**src/rtl/refsw_pkg.sv**
```systemverilog
package refsw_pkg;

  typedef logic [1:0] std_code_t;
  localparam std_code_t STD_SD = 2'b00;

  typedef enum logic [1:0] {
    ST_IDLE = 2'd0,
    ST_REQ  = 2'd1,
    ST_REL  = 2'd2,
    ST_RST  = 2'd3
  } refsw_state_e;

  typedef enum logic [1:0] {
    ACT_NONE   = 2'd0,
    ACT_REFUSE = 2'd1,
    ACT_NOP    = 2'd2,
    ACT_SWITCH = 2'd3
  } refsw_action_e;

  // Classify a request presented while the sequencer is idle.
  function automatic refsw_action_e classify(logic valid, std_code_t std, logic tgt, logic cur);
    if (!valid)           return ACT_NONE;
    else if (std == STD_SD) return ACT_REFUSE;
    else if (tgt == cur)  return ACT_NOP;
    else                  return ACT_SWITCH;
  endfunction

endpackage

```
**src/rtl/refsw_cycle_count.sv**
```systemverilog
module refsw_cycle_count #(
  parameter int unsigned LIMIT = 8
) (
  input  logic clk,
  input  logic rst_n,
  input  logic run,
  output logic expired
);
  localparam int unsigned W = (LIMIT > 1) ? $clog2(LIMIT) : 1;
  localparam logic [W-1:0] LAST = W'(LIMIT - 1);

  logic [W-1:0] cnt_q;

  always_ff @(posedge clk) begin
    if (!rst_n || !run) cnt_q <= '0;
    else                cnt_q <= cnt_q + 1'b1;
  end

  assign expired = run && (cnt_q == LAST);

  // The owner must leave the timed phase once the window is used up.
  assert_window_left_R8: assert property (@(posedge clk) disable iff (!rst_n)
    expired |=> !run);

endmodule

```
**src/rtl/refsw_req_decode.sv**
```systemverilog
module refsw_req_decode
  import refsw_pkg::*;
(
  input  logic          req_valid,
  input  std_code_t     std_code,
  input  logic          target,
  input  logic          current,
  output refsw_action_e action
);
  assign action = classify(req_valid, std_code, target, current);
endmodule

```
**src/rtl/refclk_switch_seq.sv**
```systemverilog
module refclk_switch_seq
  import refsw_pkg::*;
#(
  parameter int unsigned RST_CYCLES     = 8,
  parameter int unsigned TIMEOUT_CYCLES = 4096
) (
  input  logic       clk,
  input  logic       rst_n,
  input  logic       sw_req,
  input  logic       sw_target,
  input  logic [1:0] std_code,
  input  logic       reconf_done,
  output logic       pll_sel,
  output logic       reconf_req,
  output logic       tx_reset,
  output logic       busy,
  output logic       sw_complete,
  output logic       sw_refused,
  output logic       sw_error
);

  refsw_state_e  state_q, state_d;
  refsw_action_e action;
  logic sel_q, prev_q, err_q, cmpl_q, refd_q;
  logic req_exp, rel_exp, rst_exp;

  // Named internal events
  logic evt_done_seen, evt_done_clear, evt_timeout, evt_reset_end;

  refsw_req_decode u_decode (
    .req_valid (sw_req && (state_q == ST_IDLE)),
    .std_code  (std_code),
    .target    (sw_target),
    .current   (sel_q),
    .action    (action)
  );

  refsw_cycle_count #(.LIMIT(TIMEOUT_CYCLES)) u_req_timer (
    .clk(clk), .rst_n(rst_n), .run(state_q == ST_REQ), .expired(req_exp));
  refsw_cycle_count #(.LIMIT(TIMEOUT_CYCLES)) u_rel_timer (
    .clk(clk), .rst_n(rst_n), .run(state_q == ST_REL), .expired(rel_exp));
  refsw_cycle_count #(.LIMIT(RST_CYCLES)) u_rst_timer (
    .clk(clk), .rst_n(rst_n), .run(state_q == ST_RST), .expired(rst_exp));

  assign evt_done_seen  = (state_q == ST_REQ) && reconf_done;
  assign evt_done_clear = (state_q == ST_REL) && !reconf_done;
  assign evt_timeout    = ((state_q == ST_REQ) && !reconf_done && req_exp) ||
                          ((state_q == ST_REL) &&  reconf_done && rel_exp);
  assign evt_reset_end  = rst_exp;

  always_comb begin
    state_d = state_q;
    unique case (state_q)
      ST_IDLE: if (action == ACT_SWITCH) state_d = ST_REQ;
      ST_REQ:  if (evt_done_seen) state_d = ST_REL;
               else if (evt_timeout) state_d = ST_IDLE;
      ST_REL:  if (evt_done_clear) state_d = ST_RST;
               else if (evt_timeout) state_d = ST_IDLE;
      ST_RST:  if (evt_reset_end) state_d = ST_IDLE;
      default: state_d = ST_IDLE;
    endcase
  end

  always_ff @(posedge clk) begin
    if (!rst_n) begin
      state_q <= ST_IDLE;
      sel_q   <= 1'b0;
      prev_q  <= 1'b0;
      err_q   <= 1'b0;
      cmpl_q  <= 1'b0;
      refd_q  <= 1'b0;
    end else begin
      state_q <= state_d;
      cmpl_q  <= (action == ACT_NOP) || evt_reset_end;
      refd_q  <= (action == ACT_REFUSE);
      if (action == ACT_SWITCH) begin
        prev_q <= sel_q;
        sel_q  <= sw_target;
      end
      if (evt_timeout) begin
        sel_q <= prev_q;
        err_q <= 1'b1;
      end
    end
  end

  assign pll_sel     = sel_q;
  assign reconf_req  = (state_q == ST_REQ);
  assign tx_reset    = (state_q == ST_RST);
  assign busy        = (state_q != ST_IDLE);
  assign sw_complete = cmpl_q;
  assign sw_refused  = refd_q;
  assign sw_error    = err_q;

  // Select frozen while a switch runs
  assert_sel_frozen_R4: assert property (@(posedge clk) disable iff (!rst_n)
    (busy && $past(busy)) |-> $stable(pll_sel));

  // Request held until done is seen
  assert_req_hold_R5: assert property (@(posedge clk) disable iff (!rst_n)
    (reconf_req && !reconf_done && !evt_timeout) |=> reconf_req);

  assert_req_drop_R5: assert property (@(posedge clk) disable iff (!rst_n)
    (reconf_req && reconf_done) |=> !reconf_req);

  // Reset only after done has been released
  assert_reset_after_release_R6: assert property (@(posedge clk) disable iff (!rst_n)
    $rose(tx_reset) |-> ($past(!reconf_done) && !reconf_req));

  assert_complete_after_reset_R7: assert property (@(posedge clk) disable iff (!rst_n)
    $fell(tx_reset) |-> (sw_complete && !busy));

  assert_timeout_abort_R8: assert property (@(posedge clk) disable iff (!rst_n)
    evt_timeout |=> (sw_error && !busy && !sw_complete && !reconf_req));

  assert_busy_no_refuse_R10: assert property (@(posedge clk) disable iff (!rst_n)
    busy |=> !sw_refused);

  assert_error_sticky_R11: assert property (@(posedge clk) disable iff (!rst_n)
    sw_error |=> sw_error);

endmodule

```
**config.mk**
```make
export PLATFORM = sky130hd
export DESIGN_NAME = refclk_switch_seq
export DESIGN_NICKNAME = d
export VERILOG_FILES = /design/src/rtl/refsw_pkg.sv /design/src/rtl/refsw_cycle_count.sv /design/src/rtl/refsw_req_decode.sv /design/src/rtl/refclk_switch_seq.sv
export SDC_FILE = /design/constraint.sdc
export NUM_CORES = 1
export LEC_CHECK = 0
export BUFFER_PORTS_ARGS = -buffer_cell sky130_fd_sc_hd__buf_4
export CORE_ASPECT_RATIO = 1.25
export CORE_MARGIN = 2
export CORE_UTILIZATION = 60
export CTS_BUF_LIST = sky130_fd_sc_hd__clkbuf_2 sky130_fd_sc_hd__clkbuf_4 sky130_fd_sc_hd__clkbuf_8
export DETAILED_ROUTE_END_ITERATION = 8
export PLACE_DENSITY_LB_ADDON = 0.3
export SYNTH_ARGS = -nofsm -noshare
export SYNTH_HDL_FRONTEND = slang
export SYNTH_SLANG_ARGS = --single-unit
```
**constraint.sdc**
```tcl
create_clock -name clk -period 1.96 [get_ports clk]
set_input_delay 0.294 -clock clk [delete_from_list [all_inputs] [get_ports clk]]
set_output_delay 0.294 -clock clk [all_outputs]
set_load 0.005 [all_outputs]
```
### Yosys cells after proc, flatten, opt, wreduce, memory -nomap -nowiden

Index checks and enable logic that the tools add are counted.
Widths: inputs -> output; s select.

| storage, ports and cells | value |
|---|---|
| flip-flop bits (word level) | 34 |
| latch bits | 0 |
| RAM bits | 0 |
| bits in read-only memories | 0 |
| input bits | 7 |
| output and inout bits | 7 |
| word-level logic and storage cells | 60 |
| memories | 0 |

| operators by class | value |
|---|---|
| $add $sub $neg | 3 |
| multipliers | 0 |
| div/mod/pow operators | 0 |
| order comparisons | 0 |
| equal/unequal tests | 12 |
| shift-type cells | 0 |
| muxes and demuxes | 11 |
| bitwise logic cells | 0 |
| reductions and logical operators | 25 |

Operators by type and width:

| cell | count |
|---|---|
| $add 12x1->12 const B | 2 |
| $eq 12x12->1 const B | 2 |
| $mux 2 | 7 |
| $logic_and 1x1->1 | 10 |
| $eq 2x2->1 const B | 4 |
| $pmux 2 s4 | 1 |
| $logic_not 1->1 | 5 |
| $logic_or 1x1->1 | 5 |
| $eq 2x1->1 const B | 2 |
| $logic_not 2->1 | 2 |
| $reduce_bool 2->1 | 2 |
| $add 3x1->3 const B | 1 |
| $eq 3x3->1 const B | 1 |
| $mux 1 | 3 |
| $ne 2x1->1 const B | 1 |
| $ne 2x2->1 const B | 1 |
| $reduce_and 2->1 | 1 |
| $eq 1x1->1 | 1 |

### Depth between registers and ports, before layout

Gate-level depths: netlist of run 1.

| depth | value |
|---|---|
| depth in word-level cells | 7 |
| mapped depth | 6 |
| gate-level depth less buffers | 6 |

### Modules after synthesis

Synthesis of run 1 repeated with hierarchy kept, for this count alone.

| second synthesis, totals | value |
|---|---|
| cell total of the unflattened synthesis | 163 |
| area total of the unflattened synthesis | 1,507.7 µm² |

Modules (own cells, without submodules):

| module | times used | cells an instance | area an instance (µm²) | seq. area each (µm²) |
|---|---|---|---|---|
| refsw_cycle_count at u_rel_timer ... | 2 | 57 | 524.3 | 240.2 |
| refclk_switch_seq | 1 | 36 | 319.1 | 140.1 |
| refsw_cycle_count at u_rst_timer | 1 | 9 | 113.9 | 60.1 |
| refsw_req_decode | 1 | 4 | 26.3 | 0.0 |

### Worst setup path after synthesis of run 1

OpenSTA, ideal clock, no wires.

| timing path | value |
|---|---|
| path type | flip-flop to flip-flop |
| start point | register u_rel_timer.cnt_q[0] |
| end point | register state_q[1] |
| library setup time | 0.120 ns |
| arrival time | 1.305 ns |
| data required time | 1.840 ns |
| path slack | 0.535 ns |
| cell stages (with the launch flop) | 6 |
| path buffers | 0 |
| clock period less this slack | 1.425 ns |
| cell sequence | dfxtp_1 > ha_1 > nand3_1 > nor4_2 > nor2b_1 > o31a_1 |

| on the way | value |
|---|---|
| word-level cells in the longest chain between the ends | 7 |
| elaborated cells on any way between the ends | 8 |
| those cells by class | eq/ne: 1; mux: 4; reduce/logical: 3 |

Ends and longest elaborated chain:

| item | RTL line | text |
|---|---|---|
| from (decl) | refsw_cycle_count.sv:12 | `logic [W-1:0] cnt_q;` |
| from (signal assigned) | refsw_cycle_count.sv:16 | `else cnt_q <= cnt_q + 1'b1;` |
| $eq 12x12->1 (*) | refsw_cycle_count.sv:19 | `assign expired = run && (cnt_q == LAST);` |
| $logic_and 1x1->1 (*) | refsw_cycle_count.sv:19 |  |
| $logic_and 1x1->1 (*) | refclk_switch_seq.sv:48 | `((state_q == ST_REL) && reconf_done && rel_exp);` |
| $logic_or 1x1->1 (*) | refclk_switch_seq.sv:47 | `assign evt_timeout = ((state_q == ST_REQ) && !reconf_done && req_exp) \|\|` |
| $mux 2 (*) | n/a |  |
| $mux 2, on equally long branches | n/a |  |
| $pmux 2 s4 (*) | n/a |  |
| to (signal assigned) | refclk_switch_seq.sv:73 | `state_q <= state_d;` |
| to (decl) | refclk_switch_seq.sv:22 | `refsw_state_e state_q, state_d;` |

Every way passes the cells marked *; elsewhere a longest branch is shown, timed or not.
A chain may end at the register's enable or synchronous reset.

### Worst setup path after layout of run 1

| timing path | value |
|---|---|
| start point | register u_rel_timer.cnt_q[0] |
| end point | register sel_q (netlist: pll_sel) |

| on the way | value |
|---|---|
| word-level cells in the longest chain between the ends | 5 |
| elaborated cells on any way between the ends | 6 |
| those cells by class | eq/ne: 1; mux: 1; reduce/logical: 4 |

Ends and longest elaborated chain:

| item | RTL line | text |
|---|---|---|
| $eq 12x12->1 (*) | refsw_cycle_count.sv:19 |  |
| $logic_and 1x1->1 (*) | refsw_cycle_count.sv:19 |  |
| $logic_and 1x1->1 (*) | refclk_switch_seq.sv:48 |  |
| $logic_or 1x1->1 (*) | refclk_switch_seq.sv:47 |  |
| $mux 1 or $reduce_bool 2->1 (tied branches) | n/a |  |
| to (signal assigned) | refclk_switch_seq.sv:78 | `sel_q <= sw_target;` |
| to (signal assigned) | refclk_switch_seq.sv:81 | `sel_q <= prev_q;` |
| to (decl) | refclk_switch_seq.sv:24 | `logic sel_q, prev_q, err_q, cmpl_q, refd_q;` |

Marks and branches as above.

==> results of run 1 <==
metrics by stage:
stage               util, %  cells
global placement       69.9    201
detailed placement     69.9    201
floorplan                 -    160
CTS                    72.7    209
finish                 72.7    209
global route           72.7    209
logic make-up after synthesis:
kind of cell             share of synthesized area (%)
adder cells (fa/ha/maj)                           3.44
flip-flops                                        46.8
XOR/XNOR                                          9.63
AO/OA/AOI/OAI                                     9.03
AND/OR/NAND/NOR                                   28.2
buffers and inverters                             2.92
worst max-delay path: cells and delay by family, from the launching register on:
family | cells | cell delay [ns]
DFF | 1 | 0.38
AOI/OAI and AO/OA | 2 | 0.39
adders and majority gates | 1 | 0.20
and+or+nand+nor | 2 | 0.59
power breakdown:
| part | switching (W) | internal [W] | leakage [nW] |
|---|---|---|---|
| Clock | 0.000232 | 0.000188 | 0.0387 |
| Sequential | 0.0000175 | 0.000706 | 0.274 |
| Combinational | 0.0000561 | 0.0000519 | 0.331 |
flip-flops by register name, indices dropped and copies added, names as in the netlist:
signal,cells
prev_q,1
sw_refused,1
state_q,2
sw_error,1
pll_sel,1
sw_complete,1
u_req_timer.cnt_q,12
u_rst_timer.cnt_q,3
u_rel_timer.cnt_q,12
synth_stat cells (5+ instances only):
master   count
a21oi_1      8
dfxtp_1     34
inv_1        8
nand2_1     11
nand3_1      7
nor2_1      25
nor2b_1      5
o21ai_0      8
or3_1        5
xnor2_1      8
xor2_1       8
how the worst min path moves through the flow:
stage                     cells past startpoint  slack [ns]            startpoint                   end
after floorplan                               1        0.40  u_rst_timer.cnt_q[0]  u_rst_timer.cnt_q[0]
after global placement                        1        0.41  u_rst_timer.cnt_q[0]  u_rst_timer.cnt_q[0]
after detailed placement                      1        0.42  u_rst_timer.cnt_q[0]  u_rst_timer.cnt_q[0]
after CTS                                     2        0.20                sw_req            sw_refused
after global routing                          2        0.22                sw_req            sw_refused
final                                         2        0.21                sw_req            sw_refused
routing by layer:
metal	track usage, %	up-vias	wire length (um)
met3	7.93	9	95
li1	-	582	-
met1	21.7	535	1090
met5	0	-	0
met4	14.7	0	88
met2	35.2	27	1390
layout by cell type, fill, tap and decap left out, types with 4 or more instances in the layout:
master,synthesis,layout
dfxtp_1,34,34
nor2_1,25,25
buf_4,0,13
nand2_1,11,11
inv_1,8,8
a21oi_1,8,8
xnor2_1,8,8
o21ai_0,8,8
xor2_1,8,8
nand3_1,7,7
clkbuf_4,0,6
nor2b_1,5,5
or3_1,5,5
nor3_1,4,4
nand4_1,4,4
and3_1,4,4
ha_1,4,4
cell type report:
| cell class | instances | share of cell area, % |
|---|---|---|
| clock inverter | 1 | 0.305 |
| inverter | 8 | 1.83 |
| clock buffer | 7 | 3.58 |
| timing repair buffer | 13 | 5.94 |
| multi-input combinational | 115 | 44.6 |
| tap | 31 | 2.36 |
| sequential | 34 | 41.4 |
==> impl_metrics.csv, run 1 <==
group,metric,value,unit
outcome,outcome,"finished clean",
worst_setup_path,r2r-start,"u_rel_timer.cnt_q[0]",
clock_tree,cts_buffers,5,
worst_setup_path,cpMaxStageDelayCell,"dfxtp_1",
synth,synth_edf_count,0,
sta,tns,0,ns
routing,first_pass_iters,4,
global_routing,gr-usage-all-layers,21.6,%
clock_tree,post_cts_buffers,0,
worst_setup_path,rr_endpoint,"pll_sel",
sta,setup_slack,0.311,ns
synth,yosys_warnings,0,
sta,hold_violations,0,
routing,wirelength,2.66,mm
routing,num_vias,1153,
global_routing,grt_max_degree,15,
routing,ant_nets,0,
synth,synthTopCellsByArea,"dfxtp_1, nor2_1, xnor2_1, xor2_1, ha_1",
clock_tree,root_buffer,"clkbuf_4",
clock_tree,post_cts_resized,0,
sta,hold_ws,0.210,ns
sta,timing.fmax,0.607,GHz
flow_run,maxCapViolCount,0,
clock_tree,cts-htree-levels,2,
clock_tree,insertion_delay,0.34,ns
sta,relSlewSlack,75.6,%
synth,synth_fp_nets,171,
routing,via_per_inst,5.52,
sta,fin_crit_sh,84.1,%
floorplan,initial_core_util,64.4,%
sta,clock_skew,0.00976,ns
cells_and_area,multi_input_area,732,um2
placement,gp_congestion,0.703,
synth,ys_async_sr_fraction,0,%
global_routing,grt_pass1_wl,4.22,mm
cells_and_area,drive_gt1_share,14.0,%
synth,synth-seq-cells,34,
synth,synth_top_area_share,46.8,%
sta,setup_viol,0,
placement,pre_cts_ws,0.317,ns
worst_setup_path,critPathArrivalTime,1.89,ns
worst_setup_path,r2r_slack,0.31,ns
cells_and_area,num_antenna_cells,0,
worst_setup_path,max_stage_delay,0.38,ns
synth,syn_inst,160,
worst_setup_path,r2r_cells,5,
floorplan,die_w,48.0,um
worst_setup_path,cp-start-kind,"flip-flop",
floorplan,die_h,59.1,um
cells_and_area,nFillCells,181,
pwr,leakage,0.644,nW
clock_tree,ctsHoldBuffers,0,
synth,yosysTopAreaCell,"dfxtp_1",
hold_path,hold_path_class,"in -> reg",
placement,hpwl,1.99,mm
routing,drc,0,
synth,netlist_area,1460,um2
placement,portBuffers,13,
worst_setup_path,crit_path_start,"u_rel_timer.cnt_q[0]",
pwr,power_density,761,nW/um2
global_routing,antenna_found_initial,0,
sta,rsz0062_at_grt,"false",
worst_setup_path,worstSetupPathType,"reg -> reg",
sta,final.min_clock_period,1.65,ns
clock_tree,clockBufferDepth,2,
sta,slew_viol_final,0,
floorplan,core_area,2260,um2
synth,synth.distinct_cells,31,
clock_tree,clk_pin_slew,0.10,ns
routing,first_iter_violations,26,
global_routing,grt_remaining_overflow,0,
floorplan,die_area,2840,um2
worst_setup_path,path_cells,"ha_1 -> nand3_1 -> nor4_2 -> a21oi_1 -> o211a_1",
worst_setup_path,cp-endpoint,"pll_sel",
pwr,total_power,0.00125,W
worst_setup_path,cp_max_fo,7,
clock_tree,tritoncts,"yes",
global_routing,grt_pass1_vias,1072,
cells_and_area,finalInstanceArea,1640,um2
cells_and_area,fin_nets,188,
floorplan,rows,19,
synth,syn-mean-instance-area,9.09,um2
worst_setup_path,crit_path_end_kind,"flip-flop",
cells_and_area,area.growth.synth_to_final,12.9,%
pwr,peakVddDrop,0.631,mV
placement,place_area,1580,um2
cells_and_area,regArea,681,um2
worst_setup_path,worst_ep_required_time,2.20,ns
synth,synth_ff_type,"dfxtp_1",
synth,yosysSeqAreaShare,46.8,%
floorplan,ios,14,
clock_tree,cts.sinks,34,
sta,worst_pin_slew,0.364,ns
routing,wire_per_inst,12.7,um
(Power assumes the default switching activity.)
==> inputs of run 2 (changes only) <==
==> constraint.sdc (replaced) <==
create_clock -name clk -period 1.56 [get_ports clk]
set_input_delay 0.234 -clock clk [delete_from_list [all_inputs] [get_ports clk]]
set_output_delay 0.234 -clock clk [all_outputs]
set_load 0.005 [all_outputs]
==> impl_metrics.csv, run 2 (synthesized netlist as in run 1, its figures left out) <==
group,metric,value,unit
outcome,outcome,"finished clean",
routing,ant_nets,0,
cells_and_area,fin_nets,190,
floorplan,core_area,2260,um2
worst_setup_path,cpMaxStageDelayCell,"dfxtp_1",
clock_tree,insertion_delay,0.32,ns
clock_tree,tritoncts,"yes",
floorplan,initial_core_util,64.4,%
placement,place_area,1590,um2
placement,portBuffers,13,
cells_and_area,reg_top3,"u_rel_timer.cnt_q x12, u_req_timer.cnt_q x12, u_rst_timer.cnt_q x3",
worst_setup_path,path_buf_inv,0,
routing,first_iter_violations,27,
sta,clock_skew,0.00336,ns
routing,wl_met3,74,um
sta,slew_viol_final,0,
global_routing,grt_remaining_overflow,0,
routing,num_vias,1137,
cells_and_area,layout_common_cells,"dfxtp_1, nor2_1, buf_4",
worst_setup_path,max_stage_delay,0.41,ns
clock_tree,root_buffer,"clkbuf_4",
clock_tree,cts.sinks,34,
global_routing,grt_pass1_wl,4.31,mm
global_routing,grt_max_degree,15,
cells_and_area,nFillCells,168,
routing,drc,0,
sta,rsz0062_at_grt,"true",
routing,top_layer,"met4",
pwr,p_sw,0.000356,W
sta,setup_slack,0.0805,ns
flow_run,maxCapViolCount,0,
floorplan,die_area,2840,um2
pwr,clkPwrFrac,30.8,%
cells_and_area,post-route-util,74.3,%
worst_setup_path,path_cells,"ha_4 -> nand3_4 -> nor4_4 -> nor3_1 -> o311a_1",
cells_and_area,num_antenna_cells,0,
worst_setup_path,worstSetupPathType,"reg -> reg",
pwr,power_frac_seq,60.2,%
clock_tree,clk_pin_slew,0.09,ns
cells_and_area,drive_gt1_share,16.3,%
cells_and_area,finalInstanceArea,1680,um2
sta,final.min_clock_period,1.48,ns
worst_setup_path,crit_path_end_kind,"flip-flop",
routing,dr_wl_met2,1.48,mm
pwr,p_int,0.00116,W
clock_tree,post_cts_buffers,0,
global_routing,grt_pass1_vias,1096,
routing,m1WireLength,1.11,mm
floorplan,die_w,48.0,um
placement,hpwl,1.91,mm
routing,via_per_inst,5.44,
worst_setup_path,critPathArrivalTime,1.70,ns
pwr,leakage,0.660,nW
global_routing,antenna_found_initial,0,
routing,first_pass_iters,4,
floorplan,ios,14,
sta,timing.fmax,0.676,GHz
pwr,power_density,901,nW/um2
pwr,p_comb_share,9.1,%
placement,gp_congestion,0.721,
sta,relSlewSlack,76.1,%
pwr,total_power,0.00151,W
global_routing,gr-usage-all-layers,21.6,%
routing,wirelength,2.70,mm
pwr,swShare,23.6,%
clock_tree,clockBufferDepth,2,
clock_tree,cts-htree-levels,2,
sta,worst_pin_slew,0.358,ns
worst_setup_path,cp-start-kind,"flip-flop",
hold_path,hold_path_class,"in -> reg",
cells_and_area,final_common_cell,"dfxtp_1",
sta,fin_crit_sh,94.8,%
worst_setup_path,cp_max_fo,7,
sta,tns,0,ns
placement,pre_cts_ws,0.0559,ns
worst_setup_path,worst_ep_required_time,1.78,ns
floorplan,rows,19,
routing,wire_per_inst,12.9,um
clock_tree,cts_buffers,5,
cells_and_area,area.growth.synth_to_final,15.3,%
floorplan,die_h,59.1,um
sta,setup_viol,0,
worst_setup_path,cp_top_family,"simple AND/OR/NAND/NOR gates",
pwr,peakVddDrop,0.819,mV
sta,hold_violations,0,
run 2: area by class of cell:
class	count	area, um2	area share, %
clock buffers	6	51.3	3.06
repair buffers	15	113	6.71
well taps	31	38.8	2.31
flip-flops and latches	34	682	40.6
multi-input cells	115	763	45.5
inverters	8	30.0	1.79
run 2: final timing paths:
| kind | start | endpoint | slack [ns] | cells after the start |
|---|---|---|---|---|
| worst min-delay path | sw_req | sw_refused | 0.19 | 2 |
| worst max-delay path | u_req_timer.cnt_q[0] | state_q[0] | 0.08 | 5 |
| worst min register to register | u_rel_timer.cnt_q[0] | u_rel_timer.cnt_q[0] | 0.44 | 1 |
| worst max register to register | u_req_timer.cnt_q[0] | state_q[0] | 0.08 | 5 |
run 2: metal layers:
metal,up-vias,track usage (%)
met4,0,10.0
met5,-,0
met2,15,38.3
li1,584,-
met1,533,21.2
met3,5,7.62
run 2: repair_timing:
item,in CTS,in global routing
gates resized for setup,0,6
hold endpoints to repair,0,0
hold buffers,0,0
setup endpoints to repair,0,6
run 2: worst register-to-register path: cells and delay by family, from the launching register on:
kind | cells | cell delay, ns
adders and majority gates | 1 | 0.18
and+or+nand+nor | 3 | 0.44
DFF | 1 | 0.41
AOI/OAI and AO/OA | 1 | 0.35
run 2: through the flow:
step                hold WS, ns  cells
floorplan                 0.372    160
global placement          0.415    203
detailed placement        0.424    203
CTS                       0.182    209
global route              0.175    209
finish                    0.192    209
run 2: power by group through the flow:
stage	clock (W)	sequential, W	combinational, W
final	0.000465	0.000910	0.000137
after global routing	0.000510	0.000913	0.000154
after CTS	0.000479	0.000907	0.000136
after detailed placement	0	0.000927	0.000135
after global placement	0	0.000925	0.000130
after floorplan	0	0.000924	0.0000795
==> inputs of run 3 (changes only) <==
--- a/config.mk
+++ b/config.mk
@@ -5,10 +5,11 @@
 export SDC_FILE = /design/constraint.sdc
 export NUM_CORES = 1
 export LEC_CHECK = 0
+export ABC_AREA = 1
 export BUFFER_PORTS_ARGS = -buffer_cell sky130_fd_sc_hd__buf_4
 export CORE_ASPECT_RATIO = 1.25
 export CORE_MARGIN = 2
-export CORE_UTILIZATION = 60
+export CORE_UTILIZATION = 50
 export CTS_BUF_LIST = sky130_fd_sc_hd__clkbuf_2 sky130_fd_sc_hd__clkbuf_4 sky130_fd_sc_hd__clkbuf_8
 export DETAILED_ROUTE_END_ITERATION = 8
 export PLACE_DENSITY_LB_ADDON = 0.3
==> constraint.sdc (replaced) <==
create_clock -name clk -period 1.7 [get_ports clk]
set_input_delay 0.255 -clock clk [delete_from_list [all_inputs] [get_ports clk]]
set_output_delay 0.255 -clock clk [all_outputs]
set_load 0.005 [all_outputs]
==> impl_metrics.csv, run 3 <==
group,metric,value,unit
outcome,outcome,"finished clean",
synth,ys_async_sr_fraction,0,%
synth,yosys_warnings,0,
synth,synth.distinct_cells,23,
clock_tree,cts-htree-levels,2,
sta,fin_crit_sh,83.5,%
clock_tree,cts_buffers,5,
floorplan,die_h,65.4,um
sta,hold_violations,0,
clock_tree,post_cts_resized,0,
placement,dp.cells,255,
synth,syn_inst,206,
global_routing,antenna_found_initial,0,
worst_setup_path,worstSetupPathType,"reg -> out",
pwr,power_frac_seq,56.9,%
floorplan,core_area,2920,um2
floorplan,rows,22,
cells_and_area,nFillCells,299,
pwr,clkPwrFrac,28.9,%
clock_tree,clk_pin_slew,0.09,ns
sta,slew_viol_final,0,
sta,final.min_clock_period,1.42,ns
pwr,power_density,882,nW/um2
routing,ant_nets,0,
sta,timing.fmax,0.704,GHz
floorplan,die_area,3470,um2
cells_and_area,area.growth.synth_to_final,13.0,%
global_routing,gr-usage-all-layers,18.3,%
cells_and_area,layout_common_cells,"nand2_1, dfxtp_1, inv_1",
synth,synth-seq-cells,34,
hold_path,min_delay_path_depth,2,
global_routing,grt_pass1_vias,1128,
synth,synth.most_common_cell,"nand2_1",
clock_tree,ctsHoldBuffers,0,
synth,synth_edf_count,0,
clock_tree,post_cts_buffers,0,
synth,synth_commonest_cells,"nand2_1, dfxtp_1, inv_1",
placement,portBuffers,13,
cells_and_area,reg_top3,"u_rel_timer.cnt_q x12, u_req_timer.cnt_q x12, u_rst_timer.cnt_q x3",
floorplan,die_w,53.1,um
routing,first_iter_violations,26,
worst_setup_path,r2r-start,"u_rel_timer.cnt_q[0]",
sta,setup_viol,0,
sta,relSlewSlack,80.7,%
pwr,p_sw,0.000397,W
sta,clock_skew,0.00342,ns
hold_path,hold_end,"sw_refused",
global_routing,grt_max_degree,10,
clock_tree,clockBufferDepth,2,
cells_and_area,drive_gt1_share,16.8,%
worst_setup_path,r2r_cells,10,
pwr,peakVddDrop,0.559,mV
synth,yosysSeqAreaShare,45.2,%
clock_tree,insertion_delay,0.33,ns
clock_tree,root_buffer,"clkbuf_4",
routing,wire_per_inst,9.68,um
cells_and_area,num_antenna_cells,0,
synth,synthTopCellsByArea,"dfxtp_1, nand2_1, inv_1, nor2_1, a21oi_1",
worst_setup_path,critPathArrivalTime,1.16,ns
pwr,swShare,26.5,%
worst_setup_path,r2r_slack,0.32,ns
routing,drc,0,
sta,rsz0062_at_grt,"false",
sta,setup_slack,0.280,ns
floorplan,ios,14,
synth,synth_fp_nets,217,
routing,num_vias,1238,
global_routing,grt_remaining_overflow,0,
clock_tree,cts.sinks,34,
flow_run,maxCapViolCount,0,
placement,gp_congestion,0.758,
pwr,leakage,0.708,nW
hold_path,hold_start,"std_code[1]",
worst_setup_path,rr_endpoint,"pll_sel",
global_routing,grt_pass1_wl,4.57,mm
routing,wirelength,2.54,mm
placement,hpwl,1.99,mm
cells_and_area,final_common_cell,"nand2_1",
clock_tree,tritoncts,"yes",
worst_setup_path,cp-start-kind,"flip-flop",
sta,tns,0,ns
sta,worst_pin_slew,0.288,ns
routing,via_per_inst,4.73,
worst_setup_path,worst_ep_required_time,1.44,ns
pwr,p_int,0.00110,W
synth,synth_ff_type,"dfxtp_1",
cells_and_area,fin_nets,237,
synth,synth_top_area_share,45.2,%
worst_setup_path,cp_max_fo,3,
pwr,p_comb_share,14.2,%
synth,syn-mean-instance-area,7.31,um2
floorplan,initial_core_util,51.6,%
routing,first_pass_iters,4,
cells_and_area,final_cells,262,
worst_setup_path,crit_path_end_kind,"output pin",
placement,pre_cts_ws,0.329,ns
synth,netlist_area,1510,um2
hold_path,hold_path_class,"in -> reg",
synth,yosysTopAreaCell,"dfxtp_1",
run 3: how the worst max path moves through the flow:
| stage | end | startpoint | slack [ns] | cells past startpoint |
|---|---|---|---|---|
| floorplan | pll_sel | u_rel_timer.cnt_q[0] | 0.42 | 10 |
| global placement | pll_sel | u_req_timer.cnt_q[0] | 0.34 | 10 |
| detailed placement | pll_sel | u_rel_timer.cnt_q[0] | 0.33 | 10 |
| CTS | reconf_req | state_q[0] | 0.27 | 3 |
| global route | pll_sel | u_rel_timer.cnt_q[0] | 0.13 | 10 |
| finish | reconf_req | state_q[1] | 0.28 | 4 |
run 3: metrics by stage:
step	utilization [%]	cell area [um2]	hold WS, ns	total power (W)
global placement	56.5	1650	0.413	0.00109
global route	58.3	1700	0.0748	0.00160
CTS	58.3	1700	0.0669	0.00152
detailed placement	56.5	1650	0.431	0.00109
finish	58.3	1700	0.0856	0.00150
floorplan	-	1510	0.333	0.00101
run 3: cell families (layout without fill, tap and decap cells):
family                   after synthesis  count (layout)  synth area share (%)
AO/OA/AOI/OAI                         27              27                  9.30
AND/OR/NAND/NOR                      100             100                  30.3
adder cells (fa/ha/maj)                4               4                  3.32
flip-flops                            34              34                  45.2
buffers and inverters                 36              56                  8.97
XOR/XNOR                               5               5                  2.91
run 3: critical path: stages, from the launching register on:
cell and delay (ns):
dfxtp_1 0.44, inv_2 0.07, nand2_1 0.13, inv_1 0.06
buf_4 0.13
run 3: layer usage:
metal  vias up  track usage, %  part of all wire (%)
met2         9            30.5                    50
li1        680               -                     -
met4         0            7.69                   2.0
met5         -               0                     0
met3         6            7.73                   3.6
met1       543            20.1                    44
run 3: power by group through the flow:
stage	clock (W)	combinational (W)	sequential [W]
after floorplan	0	0.000140	0.000867
after global placement	0	0.000217	0.000870
after detailed placement	0	0.000215	0.000871
after CTS	0.000453	0.000217	0.000853
after global routing	0.000493	0.000253	0.000857
final	0.000434	0.000213	0.000853
run 3: layout make-up:
cell class	count	area [um2]	share of cell area [%]
clock buffers	7	52.6	3.09
inverters	36	135	7.94
multi-input cells	136	691	40.6
flip-flops and latches	34	681	40.0
well taps	36	45.0	2.65
repair buffers	13	97.6	5.74
